$ cat src/rtl/simm_cfg_pkg.sv
package simm_cfg_pkg;
  parameter int unsigned NSOCK = 6;
  parameter int unsigned NENT  = 8;
  parameter int unsigned EW    = 5;
  parameter int unsigned AW    = 12;
  parameter int unsigned DW    = 8;

  parameter logic [11:0] PORT_ID     = 12'h803;
  parameter logic [11:0] PORT_PRES   = 12'h804;
  parameter logic [11:0] PORT_SIZE   = 12'h820;
  parameter logic [11:0] PORT_PARITY = 12'h841;

  parameter logic [7:0] PARITY_OK  = 8'h01;
  parameter logic [7:0] UNMAPPED_V = 8'hFF;

  typedef enum logic [1:0] {
    SZ_NONE = 2'b00,
    SZ_8M   = 2'b01,
    SZ_32M  = 2'b10,
    SZ_RSVD = 2'b11
  } strap_t;
endpackage

$ cat src/rtl/simm_rd_edge.sv
module simm_rd_edge (
  input  logic clk,
  input  logic rst,
  input  logic rd_i,
  output logic pulse_o
);
  logic rd_q;

  always_ff @(posedge clk) begin
    if (rst) rd_q <= 1'b0;
    else     rd_q <= rd_i;
  end

  assign pulse_o = rd_i & ~rd_q;

  AST_ONE_PULSE: assert property (@(posedge clk) disable iff (rst)
    pulse_o |=> !pulse_o);
endmodule

$ cat src/rtl/simm_strap_decode.sv
module simm_strap_decode
  import simm_cfg_pkg::*;
#(
  parameter int unsigned N_SOCK = NSOCK,
  parameter int unsigned D_W    = DW
) (
  input  logic [2*N_SOCK-1:0] strap_i,
  output logic [D_W-1:0]      id_o,
  output logic [D_W-1:0]      pres_o
);
  localparam int unsigned PAD = D_W - N_SOCK;

  logic [N_SOCK-1:0] big_v;
  logic [N_SOCK-1:0] occ_v;

  for (genvar s = 0; s < N_SOCK; s++) begin : g_sock
    strap_t code;
    assign code     = strap_t'(strap_i[2*s +: 2]);
    assign big_v[s] = (code == SZ_32M);
    assign occ_v[s] = (code == SZ_32M) || (code == SZ_8M);
  end

  assign id_o   = {{PAD{1'b0}}, big_v};
  assign pres_o = {{PAD{1'b1}}, ~occ_v};
endmodule

$ cat src/rtl/simm_end_table.sv
module simm_end_table #(
  parameter int unsigned N_ENT = 8,
  parameter int unsigned E_W   = 5,
  localparam int unsigned IW   = $clog2(N_ENT)
) (
  input  logic               clk,
  input  logic               rst,
  input  logic               wr_en,
  input  logic [IW-1:0]      wr_idx,
  input  logic [E_W-1:0]     wr_val,
  input  logic               rd_adv,
  input  logic               ptr_clr,
  output logic [E_W-1:0]     rd_val_o,
  output logic [N_ENT*E_W-1:0] tbl_o
);
  logic [E_W-1:0] tbl_q [N_ENT];
  logic [IW-1:0]  ptr_q;

  always_ff @(posedge clk) begin
    if (rst) begin
      for (int k = 0; k < N_ENT; k++) tbl_q[k] <= '0;
    end else if (wr_en) begin
      tbl_q[wr_idx] <= wr_val;
    end
  end

  always_ff @(posedge clk) begin
    if (rst)          ptr_q <= '0;
    else if (ptr_clr) ptr_q <= '0;
    else if (rd_adv)  ptr_q <= ptr_q + 1'b1;
  end

  assign rd_val_o = tbl_q[ptr_q];

  for (genvar k = 0; k < N_ENT; k++) begin : g_flat
    assign tbl_o[k*E_W +: E_W] = tbl_q[k];
  end

  AST_WR_STORE: assert property (@(posedge clk) disable iff (rst)
    wr_en |=> tbl_q[$past(wr_idx)] == $past(wr_val));
  AST_PTR_ADV: assert property (@(posedge clk) disable iff (rst)
    (rd_adv && !ptr_clr) |=> ptr_q == IW'($past(ptr_q) + 1'b1));
  AST_PTR_CLR: assert property (@(posedge clk) disable iff (rst)
    ptr_clr |=> ptr_q == '0);
  AST_PTR_HOLD: assert property (@(posedge clk) disable iff (rst)
    (!rd_adv && !ptr_clr) |=> $stable(ptr_q));
endmodule

$ cat src/rtl/simm_cfg_regs.sv
module simm_cfg_regs
  import simm_cfg_pkg::*;
#(
  parameter int unsigned N_SOCK = NSOCK,
  parameter int unsigned N_ENT  = NENT,
  parameter int unsigned E_W    = EW,
  parameter int unsigned A_W    = AW,
  parameter int unsigned D_W    = DW
) (
  input  logic                   clk,
  input  logic                   rst,
  input  logic [2*N_SOCK-1:0]    strap_i,
  input  logic [A_W-1:0]         io_addr_i,
  input  logic                   io_rd_i,
  input  logic                   io_wr_i,
  input  logic [D_W-1:0]         io_wdata_i,
  output logic [D_W-1:0]         io_rdata_o,
  output logic [N_ENT*E_W-1:0]   end_addr_o
);
  localparam int unsigned IW = $clog2(N_ENT);

  logic           rd_pulse;
  logic [D_W-1:0] id_byte;
  logic [D_W-1:0] pres_byte;
  logic [E_W-1:0] size_val;
  logic           hit_id, hit_pres, hit_size, hit_par;
  logic [D_W-1:0] rd_mux;

  assign hit_id   = (io_addr_i == A_W'(PORT_ID));
  assign hit_pres = (io_addr_i == A_W'(PORT_PRES));
  assign hit_size = (io_addr_i == A_W'(PORT_SIZE));
  assign hit_par  = (io_addr_i == A_W'(PORT_PARITY));

  simm_rd_edge u_edge (
    .clk     (clk),
    .rst     (rst),
    .rd_i    (io_rd_i),
    .pulse_o (rd_pulse)
  );

  simm_strap_decode #(.N_SOCK(N_SOCK), .D_W(D_W)) u_dec (
    .strap_i (strap_i),
    .id_o    (id_byte),
    .pres_o  (pres_byte)
  );

  simm_end_table #(.N_ENT(N_ENT), .E_W(E_W)) u_tbl (
    .clk      (clk),
    .rst      (rst),
    .wr_en    (io_wr_i && hit_size),
    .wr_idx   (io_wdata_i[D_W-1 -: IW]),
    .wr_val   (io_wdata_i[E_W-1:0]),
    .rd_adv   (rd_pulse && hit_size),
    .ptr_clr  (rd_pulse && hit_pres),
    .rd_val_o (size_val),
    .tbl_o    (end_addr_o)
  );

  always_comb begin
    if (hit_id)        rd_mux = id_byte;
    else if (hit_pres) rd_mux = pres_byte;
    else if (hit_size) rd_mux = D_W'(size_val);
    else if (hit_par)  rd_mux = D_W'(PARITY_OK);
    else               rd_mux = D_W'(UNMAPPED_V);
  end

  always_ff @(posedge clk) begin
    if (rst)           io_rdata_o <= '0;
    else if (rd_pulse) io_rdata_o <= rd_mux;
  end

  AST_RDATA_HOLD: assert property (@(posedge clk) disable iff (rst)
    !rd_pulse |=> $stable(io_rdata_o));
  AST_PARITY_OK: assert property (@(posedge clk) disable iff (rst)
    (rd_pulse && hit_par) |=> io_rdata_o == D_W'(8'h01));
  AST_UNMAPPED_RD: assert property (@(posedge clk) disable iff (rst)
    (rd_pulse && !hit_id && !hit_pres && !hit_size && !hit_par)
      |=> io_rdata_o == {D_W{1'b1}});
  AST_RO_WRITE: assert property (@(posedge clk) disable iff (rst)
    (io_wr_i && !hit_size) |=> $stable(end_addr_o));
endmodule

$ cat config.mk
export PLATFORM = sky130hd
export DESIGN_NAME = simm_cfg_regs
export DESIGN_NICKNAME = d
export VERILOG_FILES = /design/src/rtl/simm_cfg_pkg.sv /design/src/rtl/simm_rd_edge.sv /design/src/rtl/simm_strap_decode.sv /design/src/rtl/simm_end_table.sv /design/src/rtl/simm_cfg_regs.sv
export SDC_FILE = /design/constraint.sdc
export NUM_CORES = 1
export LEC_CHECK = 0
export ABC_AREA = 1
export BUFFER_PORTS_ARGS = -buffer_cell sky130_fd_sc_hd__buf_2
export CORE_MARGIN = 1
export CORE_UTILIZATION = 48
export DETAILED_ROUTE_END_ITERATION = 10
export GPL_TIMING_DRIVEN = 0
export PLACE_DENSITY_LB_ADDON = 0.25
export SYNTH_ARGS = -nofsm -noshare
export SYNTH_HDL_FRONTEND = slang
export SYNTH_SLANG_ARGS = --single-unit
$ cat constraint.sdc
create_clock -name clk -period 1.7 [get_ports clk]
set_clock_uncertainty 0.1 [all_clocks]
set_input_delay 0.255 -clock clk [delete_from_list [all_inputs] [get_ports clk]]
set_output_delay 0.255 -clock clk [all_outputs]
set_load 0.02 [all_outputs]
==> metrics.cfg <==
[grt]
grt.overflow.total = 0
grt_pass1_wl_um = 11900
grt_max_degree = 19
antenna_found_initial = 0
grt_pass1_vias = 2454
grt.total_usage_pct = 21.5

[setup_path]
cp.arrival_ns = 1.51
setup.worst_path.start = io_addr_i[1]
critPathRequiredTime_ns = 1.58
crit_fanout = 8
end_kind = register
criticalPathCategory = input port to register
start_kind = input port

[drt]
drt-total-wl_um = 7360
firstDrtPassIters = 7
post-route-drc-count = 12
postRouteAntennaNets = 0
wl_per_cell_um = 13.8
num_vias = 2639
drtIter0Drc = 135
vias_per_cell = 4.93

[logic_synthesis]
synth.avg_cell_area_um2 = 8.84
synthesis.area_mm2 = 0.00324
synthDistinctLibCells = 30
syn_nets = 410
yosys_warnings = 0
synthCells = 367
yosysSeqAreaShare_pct = 45.7
ys_seq_elements = 54

[sta]
setup_ws_ns = 0.0693
slew_headroom_pct = 54.5
rsz0062_at_grt = true
worstMarginPinSlew_ns = 0.683
whs_ns = 0.0347
hold_viol = 0
slew_viol_final = 0
fin_crit_ns = 1.63
fin_crit_sh_pct = 95.9
fmax_mhz = 613
setup_viol = 0

[placed_design]
place_inst = 527
hpwl_um = 5720
pre_cts_slack_ns = -0.331
portBuffers = 83
postPlaceCellArea_mm2 = 0.00375
routabilityCongestion = 0.864

[cts]
clock-sinks = 54
clk_latency_ns = 0.32
post_cts_buffers = 0
path_clk_slew_ns = 0.10
cts_tree = built
cts_hold_buf = 0
cts_max_path_buffers = 2
cts_resized = 0
htree_levels = 2
numCtsBuffers = 5
root_buffer = clkbuf_8

[floorplanning]
rows = 29
ios = 84
core_mm2 = 0.00642
die_x_um = 84.2
die-area_mm2 = 0.00709
die_h_um = 84.2
start_util_pct = 50.5

[min_path]
min-delay-path-class = input port to register
hp-start = rst

[power_and_ir_drop]
ir_drop_mv = 0.444
p_leak_uw = 0.00179
power.density_mw_per_mm2 = 688

[layout]
antennaDiodeCount = 0
drive_above_1_share_pct = 35.8
fillers = 547
fin_util_pct = 60.2
final_cell_count_no_fill = 535
fin_area_mm2 = 0.00387
fin_nets = 500
area_growth_pct = 19.2

[flow_run]
maxCapViolations = 0

[outcome]
status = finished with violations
violations = DRC

==> metrics by stage <==
step / power [µW] / TNS [ns]
detailed placement: 1940 / -11.10
finish: 2660 / 0
global placement: 1940 / -9.73
global route: 2770 / -0.492
CTS: 2660 / 0
floorplan: 1780 / 0
==> cell usage in the layout (no fill, tap or decap), types with 2 or more instances in the layout <==
cell,netlist,layout
clkbuf_1,9,9
nand2_1,82,82
clkinv_1,7,8
inv_2,7,7
o21ai_0,5,5
nand2_2,2,2
dfxtp_1,14,14
ha_1,7,7
nand3_1,39,39
nor3_2,41,41
nand4_4,2,2
nand2_4,3,3
clkbuf_8,0,5
nor2_4,3,3
nor2_2,2,2
a21oi_1,11,11
buf_6,4,4
inv_1,60,60
nor2_1,5,5
edfxtp_1,40,40
o21ai_1,9,4
o21ai_2,0,5
buf_2,2,85
nand3b_1,5,5
==> synth_stat cells <==
cell type | number | area, µm²
nand2_2 | 2 | 12.5
or2_0 | 1 | 6.26
nor2_2 | 2 | 12.5
and3_1 | 1 | 6.26
nand4_4 | 2 | 42.5
buf_2 | 2 | 10.0
clkbuf_1 | 9 | 33.8
inv_1 | 60 | 225
o21ai_0 | 5 | 25.0
inv_2 | 7 | 26.3
nand3b_1 | 5 | 37.5
nand3_4 | 1 | 17.5
nand3_1 | 39 | 195
nor2_8 | 1 | 20.0
buf_4 | 1 | 7.51
o21ai_1 | 9 | 45.0
a21oi_1 | 11 | 55.1
clkinv_1 | 7 | 26.3
buf_6 | 4 | 45.0
nand2_4 | 3 | 33.8
nor3_2 | 41 | 410
edfxtp_1 | 40 | 1200
nor3_1 | 1 | 5.00
or2_1 | 1 | 6.26
nor2_4 | 3 | 33.8
ha_1 | 7 | 87.6
nand2_1 | 82 | 308
dfxtp_1 | 14 | 280
nor2_1 | 5 | 18.8
xor2_1 | 1 | 8.76
==> cell type report <==
class	instances	area, µm²	area share [%]
flip-flops and latches	54	1480	38.3
clock inverters	3	23.8	0.615
repair buffers	83	415	10.7
inverters	74	278	7.18
plain buffers	16	96.3	2.49
clock buffers	5	68.8	1.78
well taps	77	96.3	2.49
multi-input cells	223	1410	36.4
==> layer usage <==
layer | share of wire, % | GRT usage, %
met4 | 2.3 | 8.62
met2 | 49 | 36.7
met1 | 43 | 27.6
met3 | 5.0 | 3.15
met5 | 0 | 0
==> state kept, by name (all words and copies together), names as in the netlist, named ones only <==
| signal | cells |
|---|---|
| u_tbl.ptr_q | 3 |
| u_tbl.tbl_q | 40 |
| io_rdata_o | 7 |
| u_edge.rd_q | 1 |
==> worst paths after layout <==
path | endpoint | slack (ns) | cells past startpoint
worst max-delay path | u_tbl.tbl_q[3][3] | 0.07 | 8
worst min-delay path | io_rdata_o[0] | 0.03 | 2
worst max register to register | io_rdata_o[2] | 0.19 | 8
worst min register to register | io_rdata_o[0] | 0.37 | 2
==> cells by family after synthesis <==
kind of cell	Yosys count	synth area share [%]
flip-flops	54	45.7
adder cells (fa/ha/maj)	7	2.70
AND/OR/NAND/NOR	190	36.0
XOR/XNOR	1	0.270
buffers and inverters	90	11.5
AO/OA/AOI/OAI	25	3.86
==> report_power, final <==
group | switching (µW) | internal, µW | total, µW
clock | 444 | 301 | 745
sequential | 40.9 | 1470 | 1510
combinational | 275 | 127 | 401
==> worst max-delay path, cell delays in order <==
cell and delay [ns]:
buf_2 0.10, inv_1 0.07, nand2_2 0.08, nor2_4 0.12, nand2_4 0.08, nor2_8 0.19
nand4_4 0.18, o21ai_1 0.43
Power figures use the tool's default switching activity.
